`config.mk`:
```
export PLATFORM = sky130hd
export DESIGN_NAME = queue_ptr_seq
export DESIGN_NICKNAME = d
export VERILOG_FILES = /design/src/rtl/queue_ptr_pkg.sv /design/src/rtl/queue_ptr_ctrl.sv /design/src/rtl/queue_ptr_dp.sv /design/src/rtl/queue_ptr_seq.sv
export SDC_FILE = /design/constraint.sdc
export NUM_CORES = 1
export LEC_CHECK = 0
export BUFFER_PORTS_ARGS = -buffer_cell sky130_fd_sc_hd__buf_2
export CORE_ASPECT_RATIO = 0.7
export CORE_MARGIN = 2
export CORE_UTILIZATION = 50
export CTS_CLUSTER_SIZE = 12
export DETAILED_ROUTE_END_ITERATION = 6
export GPL_TIMING_DRIVEN = 0
export PLACE_DENSITY_LB_ADDON = 0.12
export SYNTH_ARGS = -nofsm -noshare
export SYNTH_HDL_FRONTEND = slang
export SYNTH_SLANG_ARGS = --single-unit
```
`constraint.sdc`:
```
create_clock -name clk -period 4.4 [get_ports clk]
set_clock_uncertainty 0.2 [all_clocks]
set_input_delay 0.66 -clock clk [delete_from_list [all_inputs] [get_ports clk]]
set_output_delay 0.66 -clock clk [all_outputs]
set_load 0.01 [all_outputs]
```
`src/rtl/queue_ptr_pkg.sv`:
```
package queue_ptr_pkg;
  localparam int REG_W      = 16;
  localparam int START_LSB  = 0;
  localparam int END_LSB    = 8;
  localparam int WRAPTO_BIT = 12;
  localparam int WRAPEN_BIT = 13;
  localparam int FINIE_BIT  = 14;
  localparam int RUN_BIT    = 0;
  localparam int LOOP_BIT   = 1;
  localparam int FIN_BIT    = 4;
  localparam int DONE_LSB   = 8;
  localparam logic REG_CTRL = 1'b0;
  localparam logic REG_MODE = 1'b1;

  typedef struct packed {
    logic directWr;
    logic bufWr;
    logic applyPend;
    logic startRun;
    logic restart;
    logic advance;
    logic wrapJump;
    logic capDone;
    logic setFin;
    logic modeWr;
  } seqStb_t;
endpackage

```
`src/rtl/queue_ptr_ctrl.sv`:
```
module queue_ptr_ctrl
  import queue_ptr_pkg::*;
(
  input  logic    clk,
  input  logic    rstN,
  input  logic    regWrEn,
  input  logic    regAddr,
  input  logic    runBit,
  input  logic    xferDone,
  input  logic    atEnd,
  input  logic    wrapEn,
  output seqStb_t stb,
  output logic    active,
  output logic    pendValid
);
  logic ctlWr, doneAct, stopNow;

  always_comb begin
    ctlWr   = regWrEn & (regAddr == REG_CTRL);
    doneAct = xferDone & active;
    stopNow = doneAct & atEnd & ~wrapEn;
    stb.modeWr    = regWrEn & (regAddr == REG_MODE);
    stb.directWr  = ctlWr & ~active;
    stb.bufWr     = ctlWr & active;
    stb.applyPend = pendValid & (doneAct | ~active);
    stb.startRun  = stb.modeWr & runBit & ~active;
    stb.restart   = doneAct & pendValid & ~stopNow;
    stb.advance   = doneAct & ~atEnd & ~pendValid;
    stb.wrapJump  = doneAct & atEnd & wrapEn & ~pendValid;
    stb.capDone   = doneAct;
    stb.setFin    = doneAct & atEnd;
  end

  always_ff @(posedge clk or negedge rstN) begin
    if (!rstN) begin
      active    <= 1'b0;
      pendValid <= 1'b0;
    end else begin
      if (stb.modeWr)  active <= runBit;
      else if (stopNow) active <= 1'b0;
      if (stb.bufWr)          pendValid <= 1'b1;
      else if (stb.applyPend) pendValid <= 1'b0;
    end
  end
endmodule

```
`src/rtl/queue_ptr_dp.sv`:
```
module queue_ptr_dp
  import queue_ptr_pkg::*;
#(
  parameter int PTR_W = 4
) (
  input  logic             clk,
  input  logic             rstN,
  input  seqStb_t          stb,
  input  logic             active,
  input  logic             regAddr,
  input  logic [REG_W-1:0] regWrData,
  output logic [REG_W-1:0] regRdData,
  output logic [REG_W-1:0] ctrlWord,
  output logic [PTR_W-1:0] qAddr,
  output logic             atEnd,
  output logic             wrapEn,
  output logic             finFlag,
  output logic             finIe,
  output logic             loopBack
);
  localparam logic [REG_W-1:0] PTR_ONES  = REG_W'((1 << PTR_W) - 1);
  localparam logic [REG_W-1:0] CTRL_MASK = (PTR_ONES << START_LSB) | (PTR_ONES << END_LSB)
                                         | (REG_W'(7) << WRAPTO_BIT);

  logic [REG_W-1:0] pendWord;
  logic [PTR_W-1:0] donePtr;
  logic [PTR_W-1:0] startPtr, endPtr, pendStart;

  assign startPtr  = ctrlWord[START_LSB +: PTR_W];
  assign endPtr    = ctrlWord[END_LSB +: PTR_W];
  assign pendStart = pendWord[START_LSB +: PTR_W];
  assign atEnd     = (qAddr == endPtr);
  assign wrapEn    = ctrlWord[WRAPEN_BIT];
  assign finIe     = ctrlWord[FINIE_BIT];

  always_ff @(posedge clk or negedge rstN) begin
    if (!rstN) begin
      ctrlWord <= '0;
      pendWord <= '0;
      qAddr    <= '0;
      donePtr  <= '0;
      finFlag  <= 1'b0;
      loopBack <= 1'b0;
    end else begin
      if (stb.applyPend) ctrlWord <= pendWord;
      if (stb.directWr)  ctrlWord <= regWrData & CTRL_MASK;
      if (stb.bufWr)     pendWord <= regWrData & CTRL_MASK;
      if (stb.startRun)      qAddr <= startPtr;
      else if (stb.restart)  qAddr <= pendStart;
      else if (stb.advance)  qAddr <= qAddr + 1'b1;
      else if (stb.wrapJump) qAddr <= ctrlWord[WRAPTO_BIT] ? startPtr : '0;
      if (stb.capDone) donePtr <= qAddr;
      if (stb.setFin) finFlag <= 1'b1;
      else if (stb.modeWr && !regWrData[FIN_BIT]) finFlag <= 1'b0;
      if (stb.modeWr) loopBack <= regWrData[LOOP_BIT];
    end
  end

  always_comb begin
    if (regAddr == REG_CTRL) begin
      regRdData = ctrlWord;
    end else begin
      regRdData = '0;
      regRdData[RUN_BIT]  = active;
      regRdData[LOOP_BIT] = loopBack;
      regRdData[FIN_BIT]  = finFlag;
      regRdData[DONE_LSB +: PTR_W] = donePtr;
    end
  end
endmodule

```
`src/rtl/queue_ptr_seq.sv`:
```
module queue_ptr_seq
  import queue_ptr_pkg::*;
#(
  parameter int PTR_W = 4
) (
  input  logic             clk,
  input  logic             rstN,
  input  logic             regWrEn,
  input  logic             regAddr,
  input  logic [REG_W-1:0] regWrData,
  output logic [REG_W-1:0] regRdData,
  input  logic             xferDone,
  output logic [PTR_W-1:0] qAddr,
  output logic             qActive,
  output logic             loopBack,
  output logic             finIrq
);
  seqStb_t          stb;
  logic             atEnd, wrapEn, finFlag, finIe, pendValid;
  logic [REG_W-1:0] ctrlWord;

  queue_ptr_ctrl u_ctrl (
    .clk(clk), .rstN(rstN), .regWrEn(regWrEn), .regAddr(regAddr),
    .runBit(regWrData[RUN_BIT]), .xferDone(xferDone), .atEnd(atEnd),
    .wrapEn(wrapEn), .stb(stb), .active(qActive), .pendValid(pendValid)
  );

  queue_ptr_dp #(.PTR_W(PTR_W)) u_dp (
    .clk(clk), .rstN(rstN), .stb(stb), .active(qActive), .regAddr(regAddr),
    .regWrData(regWrData), .regRdData(regRdData), .ctrlWord(ctrlWord),
    .qAddr(qAddr), .atEnd(atEnd), .wrapEn(wrapEn), .finFlag(finFlag),
    .finIe(finIe), .loopBack(loopBack)
  );

  assign finIrq = finFlag & finIe;
endmodule

```
==> results.py, run 1 <==
metrics = {
    "floorplan": {
        "start_util_pct": 51.6,
        "die_area_sq_um": 4110,
        "io_pins": 44,
        "fp.dieH_um": 54.2,
        "coreArea_sq_um": 3490,
        "die_width_um": 75.8,
        "row_count": 18,
    },
    "route": {
        "drt-vias-per-instance": 5.45,
        "drcViolationCount": 0,
        "post_drt_wl_per_cell_um": 15.7,
        "ant_nets": 0,
        "vias": 1422,
        "routed_wl_um": 4100,
        "drtIter0Drc": 116,
        "drt_first_pass_iters": 4,
    },
    "synth": {
        "synth_xor_area_share_pct": 3.33,
        "synth_top_family_by_area": "multiplexers",
        "synth_compound_gate_area_share_pct": 13.3,
        "synthMuxAreaShare_pct": 17.0,
        "yosys_warnings": 0,
        "ys_seq_elements": 34,
        "ys_types": 37,
        "synthCells": 166,
        "syn_avg_cell_area_sq_um": 10.9,
        "synthSimpleGateAreaFrac_pct": 12.2,
        "synthAdderAreaFrac_pct": 0.694,
        "seq_area_frac_synth_pct": 47.2,
        "syn_area_sq_um": 1800,
    },
    "setup_path": {
        "crit_fanout": 10,
        "worstPathArrival_ns": 1.95,
        "worstPathRequired_ns": 3.54,
        "critPathLaunchType": "primary input",
        "worstSetupPathType": "primary input to primary output",
        "endpoint_kind": "primary output",
    },
    "power": {
        "pwr-share-clk_pct": 18.2,
        "peakVddDrop_mv": 0.343,
        "p_switching_mw": 0.500,
        "p_per_area_nw_per_um2": 623,
        "p_seq_share_pct": 42.5,
        "power_frac_comb_pct": 39.3,
        "switching_share_pct": 37.6,
        "p_int_mw": 0.831,
        "p_leak_nw": 1.03,
    },
    "clocking": {
        "h-tree-depth": 2,
        "cts_hold_buf": 0,
        "clkLatencyLatePin_ns": 0.29,
        "clkTransAtPathRegs_ns": 0.08,
        "clock-root-buffer": "clkbuf_8",
        "cts_sinks": 34,
        "tritoncts": "yes",
        "clock_path_buffers": 2,
        "cts_setup_buffers": 0,
        "cts_resized": 0,
        "numCtsBuffers": 5,
    },
    "global_routing": {
        "grt_pass1_vias": 1433,
        "antenna_found_initial": 0,
        "grt_max_degree": 35,
        "grt.overflow.total": 0,
        "grt_pass1_wl_um": 6820,
        "grtUsageTotal_pct": 23.2,
    },
    "sta": {
        "min_period_ns": 2.81,
        "final.setup.tns_ns": 0,
        "finalCritPeriodShare_pct": 63.8,
        "fmax_ghz": 0.356,
        "slew_headroom_pct": 50.2,
        "hold_viol": 0,
        "rsz0062_at_grt": "no",
        "slew_violations": 0,
        "max_slew.worst_pin.slew_ns": 0.747,
        "holdWs_ns": 0.232,
        "setup_viol": 0,
    },
    "placed_design": {
        "gp_congestion": 0.941,
        "place_hpwl_um": 2990,
        "port_buffers": 34,
    },
    "final_layout": {
        "final_cell_mix": "buf_2, dfrtp_1, mux2_2",
        "mostFrequentLayoutCell": "buf_2",
        "nets": 232,
        "diodes": 0,
        "drive_gt1_share_pct": 35.5,
        "areaGrowthSynthToFinish_pct": 18.6,
    },
    "min_path": {
        "hold_class": "primary input to async pin",
    },
    "outcome": {
        "status": "finished clean",
    },
    "flow_run": {
        "cap_violations": 0,
    },
}
## worst max-delay path: stages
cell and delay (ns):
clkbuf_1 0.29, buf_1 0.46, mux2_2 0.40, buf_2 0.14
## cell type report
type / count / area [sq um]
Sequential cell: 34 / 851
Buffer: 13 / 86.3
Inverter: 6 / 22.5
Multi-Input combinational cell: 116 / 853
Clock buffer: 7 / 86.3
Tap cell: 50 / 62.6
Timing Repair Buffer: 34 / 170
Clock inverter: 1 / 5.00
Fill cell: 308 / 1350
## state kept, by name, indices dropped and copies added (netlist names)
signal,flops
u_dp.ctrlWord,11
u_dp.pendWord,11
u_dp.donePtr,4
u_dp.qAddr,4
u_ctrl.active,1
u_ctrl.pendValid,1
u_dp.finFlag,1
u_dp.loopBack,1
## synthesized netlist by cell type (all sizes together)
cell type,number,area [sq um]
nor3b,2,15.0
a21oi,7,35.0
a221o,6,60.1
xor2,1,8.76
o21ai,14,70.1
nor2,5,18.8
nand3,4,20.0
nor2b,6,40.0
ha,1,12.5
xnor2,5,51.3
nand4b,1,8.76
conb,1,3.75
clkbuf,5,38.8
nand4,1,6.26
o311ai,1,8.76
and2,2,12.5
a21o,1,7.51
a41oi,1,27.5
o2bb2ai,1,8.76
nand3b,1,7.51
mux2i,7,70.1
buf,8,47.6
inv,6,22.5
mux2,21,236
dfrtp,34,851
and3,3,20.0
o21bai,1,7.51
o211ai,1,7.51
nand2,18,70.1
a211oi,1,7.51
## cells by family (layout without fill, tap and decap cells)
family	count (synthesis)	after routing
muxes	28	28
buffers and inverters	19	61
adders and majority gates	1	1
xor gates and xnor gates	6	6
AOI/OAI and AO/OA	34	34
DFF	34	34
other	1	4
and+or+nand+nor	43	43
## metal layers
| metal | GRT usage, % | up-vias | part of all wire [%] | wire length (um) |
|---|---|---|---|---|
| met5 | 0 | - | 0 | 0 |
| met4 | 8.19 | 0 | 2.1 | 86 |
| met3 | 6.81 | 11 | 7.3 | 298 |
| met2 | 34.6 | 60 | 44 | 1810 |
| met1 | 32.4 | 683 | 46 | 1900 |
| li1 | - | 668 | - | - |
## power by group through the flow
stage / Combinational (mW) / Sequential, mW / Clock (mW)
6_report: 0.523 / 0.566 / 0.242
5_1_grt: 0.593 / 0.585 / 0.257
4_1_cts: 0.527 / 0.563 / 0.246
3_5_place_dp: 0.524 / 0.569 / 0
3_3_place_gp: 0.504 / 0.561 / 0
2_1_floorplan: 0.376 / 0.542 / 0
## worst paths after layout
kind | end | start | slack [ns] | cells past startpoint
worst max-delay path | regRdData[9] | regAddr | 1.59 | 4
worst min-delay path | u_dp.donePtr[1] | rstN | 0.23 | 1
worst max register to register | u_dp.qAddr[1] | u_dp.qAddr[2] | 2.02 | 5
worst min register to register | u_dp.donePtr[0] | u_dp.donePtr[0] | 0.29 | 2
max in group asynchronous | u_dp.pendWord[13] | rstN | 3.28 | 1
min in group clk | u_dp.donePtr[0] | u_dp.donePtr[0] | 0.29 | 2
## stage by stage
stage / area [sq um] / setup slack [ns] / std cells / utilization, % / total power [mW]
3_5_place_dp: 2050 / 1.60 / 253 / 58.6 / 1.09
4_1_cts: 2140 / 1.58 / 261 / 61.2 / 1.34
3_3_place_gp: 2050 / 1.58 / 253 / 58.6 / 1.07
6_report: 2140 / 1.59 / 261 / 61.2 / 1.33
2_1_floorplan: 1810 / 1.96 / 169 / - / 0.917
5_1_grt: 2140 / 1.49 / 261 / 61.2 / 1.43
No activity file was read; power rests on OpenSTA's default activity.
==> run 2: changes to the inputs <==
==> constraint.sdc (replaced) <==
create_clock -name clk -period 2.6 [get_ports clk]
set_clock_uncertainty 0.2 [all_clocks]
set_input_delay 0.39 -clock clk [delete_from_list [all_inputs] [get_ports clk]]
set_output_delay 0.39 -clock clk [all_outputs]
set_load 0.01 [all_outputs]
==> run 2 against run 1 <==
Via count increased by 0.77%. Non-clock buffer count up 1. Clock-buffer cell count unchanged. Sequential cell count unchanged. Clock power rose by 69%. Combinational power is 70% higher. Routed wire length about the same. Worst hold slack got worse by 0.082 ns. Total power is 69% higher. Cell area is 0.47% higher. Highest routed layer unchanged. Sequential share of layout area decreased by 0.19 points. First-iteration DRC count grew 16%.
==> results.py, run 2 (same netlist as run 1, synthesis figures left out) <==
metrics = {
    "placed_design": {
        "port_buffers": 34,
        "gp_congestion": 0.941,
        "place_hpwl_um": 2990,
    },
    "route": {
        "drt-vias-per-instance": 5.47,
        "post_drt_wl_per_cell_um": 15.7,
        "drt_first_pass_iters": 5,
        "drtIter0Drc": 134,
        "ant_nets": 0,
        "drcViolationCount": 0,
        "routed_wl_um": 4100,
        "vias": 1433,
    },
    "setup_path": {
        "cp_num_buf_inv": 0,
        "worstPathRequired_ns": 2.57,
        "endpoint_kind": "flop",
        "worstPathArrival_ns": 2.32,
        "cp_slowest_cell": "o21bai_1",
        "max_stage_delay_ns": 0.53,
        "crit_fanout": 8,
        "path_cells": "xnor2_1 > nand4_1 > o21bai_1 > a21oi_1 > a221o_1",
        "worstSetupPathType": "flop to flop",
        "critPathLaunchType": "flop",
        "crit_family": "compound AO/OA/AOI/OAI gates",
    },
    "sta": {
        "holdWs_ns": 0.150,
        "max_slew.worst_pin.slew_ns": 0.747,
        "finalCritPeriodShare_pct": 90.4,
        "slew_headroom_pct": 50.2,
        "final.setup.tns_ns": 0,
        "min_period_ns": 2.35,
        "hold_viol": 0,
        "fmax_ghz": 0.425,
        "setup_viol": 0,
        "slew_violations": 0,
        "rsz0062_at_grt": "no",
    },
    "global_routing": {
        "grtUsageTotal_pct": 23.2,
        "grt_max_degree": 35,
        "grt_pass1_vias": 1433,
        "grt_pass1_wl_um": 6820,
        "grt.overflow.total": 0,
        "antenna_found_initial": 0,
    },
    "floorplan": {
        "fp.dieH_um": 54.2,
        "die_area_sq_um": 4110,
        "die_width_um": 75.8,
        "io_pins": 44,
        "coreArea_sq_um": 3490,
        "row_count": 18,
        "start_util_pct": 51.6,
    },
    "power": {
        "p_int_mw": 1.41,
        "pwr-share-clk_pct": 18.1,
        "peakVddDrop_mv": 0.581,
        "p_per_area_nw_per_um2": 1050,
        "p_leak_nw": 1.03,
        "p_switching_mw": 0.846,
        "p_seq_share_pct": 42.5,
        "switching_share_pct": 37.5,
        "power_frac_comb_pct": 39.4,
        "totalPowerFinal_mw": 2.25,
    },
    "flow_run": {
        "cap_violations": 0,
    },
    "final_layout": {
        "mostFrequentLayoutCell": "buf_2",
        "nets": 233,
        "utilization_pct": 61.5,
        "multi_input_area_sq_um": 853,
        "fillCellCount": 307,
        "seq_area_sq_um": 851,
        "reg_top3": "u_dp.ctrlWord: 11 flops, u_dp.pendWord: 11 flops",
        "drive_gt1_share_pct": 35.4,
        "diodes": 0,
        "final_cell_mix": "buf_2, dfrtp_1, mux2_2",
        "areaGrowthSynthToFinish_pct": 19.2,
    },
    "min_path": {
        "hold_class": "primary input to flop",
    },
    "clocking": {
        "h-tree-depth": 2,
        "clock_path_buffers": 2,
        "clkTransAtPathRegs_ns": 0.08,
        "clock-root-buffer": "clkbuf_8",
        "cts_sinks": 34,
        "numCtsBuffers": 5,
        "clkLatencyLatePin_ns": 0.29,
        "cts_setup_buffers": 0,
        "cts_resized": 0,
        "tritoncts": "yes",
        "cts_hold_buf": 1,
    },
    "outcome": {
        "status": "finished clean",
    },
}
run 2: cell types whose count changed in the layout (fill, tap and decap cells not counted), sizes merged:
cell | previous run | this run
dlygate4sd3 | 0 | 1
run 2: final cells by class:
cell class	count	share of cell area [%]
multi-input combinational	116	39.7
sequential	34	39.6
clock buffer	7	4.02
tap	50	2.91
inverter	6	1.05
buffer	13	4.02
timing repair buffer	35	8.39
clock inverter	1	0.233
run 2: through the flow:
step / setup slack (ns) / instance area (sq um) / instances
after floorplan: 0.657 / 1810 / 169
after global placement: 0.324 / 2050 / 253
after detailed placement: 0.288 / 2050 / 253
after CTS: 0.268 / 2150 / 262
after global routing: 0.0878 / 2150 / 262
final: 0.250 / 2150 / 262
run 2: worst reg2reg max path, delay by kind of cell, from the launching register on:
family	cells	cell delay [ns]
xor gates and xnor gates	1	0.34
and+or+nand+nor	1	0.24
AOI/OAI and AO/OA	3	0.98
DFF	1	0.47
run 2: path summary, 6_finish.rpt:
| path | depth (start not counted) | endpoint | slack [ns] | startpoint |
|---|---|---|---|---|
| setup / recovery | 5 | u_dp.qAddr[1] | 0.25 | u_dp.qAddr[2] |
| hold / removal | 2 | u_dp.pendWord[14] | 0.15 | regWrData[14] |
| setup reg to reg | 5 | u_dp.qAddr[1] | 0.25 | u_dp.qAddr[2] |
| hold reg to reg | 2 | u_dp.donePtr[0] | 0.29 | u_dp.donePtr[0] |
| max in group asynchronous | 2 | u_dp.pendWord[13] | 1.21 | rstN |
| min in group asynchronous | 2 | u_dp.donePtr[1] | 0.50 | rstN |
run 2: routing by layer:
| layer | share of wire, % | global-route usage [%] |
|---|---|---|
| met5 | 0 | 0 |
| met4 | 2.3 | 8.19 |
| met3 | 8.5 | 6.81 |
| met2 | 43 | 34.6 |
| met1 | 46 | 32.4 |
run 2: power by group through the flow:
stage               Clock [mW]  Sequential, mW  Combinational [mW]
finish                   0.408           0.957               0.888
global placement             0           0.950               0.853
CTS                      0.417           0.953               0.893
floorplan                    0           0.917               0.636
detailed placement           0           0.963               0.887
global route             0.435           0.990                1.01
==> run 3: changes to the inputs <==
--- a/config.mk
+++ b/config.mk
@@ -5,12 +5,13 @@
 export SDC_FILE = /design/constraint.sdc
 export NUM_CORES = 1
 export LEC_CHECK = 0
-export BUFFER_PORTS_ARGS = -buffer_cell sky130_fd_sc_hd__buf_2
-export CORE_ASPECT_RATIO = 0.7
+export CORE_ASPECT_RATIO = 0.8
 export CORE_MARGIN = 2
 export CORE_UTILIZATION = 50
+export CTS_BUF_LIST = sky130_fd_sc_hd__clkbuf_4
 export CTS_CLUSTER_SIZE = 12
 export DETAILED_ROUTE_END_ITERATION = 6
+export DONT_BUFFER_PORTS = 1
 export GPL_TIMING_DRIVEN = 0
 export PLACE_DENSITY_LB_ADDON = 0.12
 export SYNTH_ARGS = -nofsm -noshare
==> run 3 against run 2 <==
Sequential cell count unchanged. Clock power decreased by 30%. Register-to-register slack about the same. Critical path depth unchanged. Worst setup slack improved by 0.0028 ns.
==> results.py, run 3 (same netlist as run 1, synthesis figures left out) <==
metrics = {
    "min_path": {
        "whs_path_depth": 2,
        "hp-start": "regWrData[4]",
        "hold_class": "primary input to flop",
    },
    "floorplan": {
        "io_pins": 44,
        "start_util_pct": 52.3,
        "die_width_um": 71.1,
        "row_count": 19,
        "die_area_sq_um": 4100,
        "coreArea_sq_um": 3450,
        "fp.dieH_um": 57.7,
    },
    "power": {
        "p_per_area_nw_per_um2": 979,
        "peakVddDrop_mv": 0.439,
        "p_leak_nw": 0.930,
    },
    "route": {
        "post_drt_wl_per_cell_um": 16.5,
        "drt-vias-per-instance": 5.64,
        "vias": 1320,
        "routed_wl_um": 3860,
        "drcViolationCount": 0,
        "drtIter0Drc": 90,
        "drt_first_pass_iters": 5,
        "ant_nets": 0,
    },
    "placed_design": {
        "port_buffers": 0,
        "place_worst_setup_slack_ns": 0.319,
        "gp_congestion": 0.830,
        "place_hpwl_um": 2710,
    },
    "setup_path": {
        "crit_fanout": 8,
        "worstSetupPathType": "flop to flop",
        "worstPathRequired_ns": 2.62,
        "max_stage_delay_ns": 0.49,
        "cp_slowest_cell": "dfrtp_1",
        "crit_family": "compound AO/OA/AOI/OAI gates",
        "endpoint_kind": "flop",
        "path_cells": "xnor2_1 > nand4_1 > o21bai_1 > a21oi_1 > a221o_1",
        "worstPathArrival_ns": 2.37,
        "reg2reg_depth": 5,
        "r2r-start": "u_dp.qAddr[0]",
        "cp_num_buf_inv": 0,
        "cp-startpoint": "u_dp.qAddr[0]",
        "critical_path_depth": 5,
        "critPathLaunchType": "flop",
    },
    "sta": {
        "finalCritPeriodShare_pct": 90.3,
        "max_slew.worst_pin.slew_ns": 0.594,
        "holdWs_ns": 0.0230,
        "layout_setup_ws_ns": 0.252,
        "slew_violations": 0,
        "hold_viol": 0,
        "final.setup.tns_ns": 0,
        "slew_headroom_pct": 60.4,
        "setup_viol": 0,
        "fmax_ghz": 0.426,
        "min_period_ns": 2.35,
        "rsz0062_at_grt": "no",
    },
    "clocking": {
        "clock_path_buffers": 2,
        "numCtsBuffers": 5,
        "clkLatencyLatePin_ns": 0.33,
        "clock-root-buffer": "clkbuf_4",
        "tritoncts": "yes",
        "h-tree-depth": 2,
        "cts_sinks": 34,
        "clkTransAtPathRegs_ns": 0.11,
        "cts_setup_buffers": 0,
    },
    "global_routing": {
        "antenna_found_initial": 0,
        "grt.overflow.total": 0,
        "grt_max_degree": 35,
        "grt_pass1_wl_um": 6480,
        "grtUsageTotal_pct": 20.6,
        "grt_pass1_vias": 1358,
    },
    "outcome": {
        "status": "finished clean",
    },
    "final_layout": {
        "areaGrowthSynthToFinish_pct": 15.4,
        "nets": 213,
        "final_cell_mix": "dfrtp_1, mux2_2, nand2_1",
        "utilization_pct": 60.3,
        "diodes": 0,
        "drive_gt1_share_pct": 21.9,
        "reg_top3": "u_dp.ctrlWord: 11 flops, u_dp.pendWord: 11 flops",
        "mostFrequentLayoutCell": "dfrtp_1",
    },
    "flow_run": {
        "cap_violations": 0,
    },
}
## run 3: changes by cell type in the layout (fill, tap and decap cells not counted), sizes merged
| cell | change |
|---|---|
| dlygate4sd3 | +13 |
| clkinv | +1 |
| buf | -33 |
| clkbuf | -1 |
## run 3: worst register-to-register path, delay by kind of cell (launching register included)
| family | cells | cell delay (ns) |
|---|---|---|
| flops | 1 | 0.49 |
| simple gates | 1 | 0.25 |
| xor+xnor | 1 | 0.35 |
| compound gates | 3 | 0.94 |
## run 3: cell type report
| class | instances | area (sq um) |
|---|---|---|
| multi-input cells | 116 | 853 |
| well taps | 42 | 52.6 |
| inverters | 6 | 22.5 |
| plain buffers | 13 | 86.3 |
| fillers | 287 | 1370 |
| flip-flops and latches | 34 | 851 |
| clock inverters | 2 | 8.76 |
| clock buffers | 6 | 45.0 |
| repair buffers | 15 | 160 |
## run 3: timing repair
item	4_1_cts	5_1_grt
gates resized for setup	0	0
setup endpoints to repair	0	0
hold buffers	11	4
endpoints found under the hold margin	42	5
## run 3: metal layers
layer	routed length (um)	up-vias	GRT usage (%)
met2	1780	45	32.6
met5	0	-	0
met4	24	0	6.20
met1	1780	643	28.1
met3	270	4	5.57
li1	-	628	-
## run 3: path summary, 6_finish.rpt
path / endpoint / slack (ns)
setup reg to reg: u_dp.qAddr[2] / 0.25
max in group asynchronous: u_dp.pendWord[2] / 1.72
hold reg to reg: u_dp.donePtr[0] / 0.30
min in group asynchronous: u_ctrl.active / 0.29
hold / removal: u_dp.finFlag / 0.02
setup / recovery: u_dp.qAddr[2] / 0.25
## run 3: power breakdown
group          switching [mW]  internal (mW)  leakage, nW
Clock                   0.175          0.112       0.0331
Combinational           0.389          0.384        0.471
Sequential              0.221          0.755        0.426
Total                   0.785           1.25        0.930
## run 3: per-stage QoR
step / power [mW] / cell area [sq um] / cells
finish: 2.04 / 2080 / 234
global route: 2.20 / 2080 / 234
CTS: 2.04 / 2040 / 230
detailed placement: 1.72 / 1870 / 211
global placement: 1.69 / 1870 / 211
floorplan: 1.55 / 1810 / 169
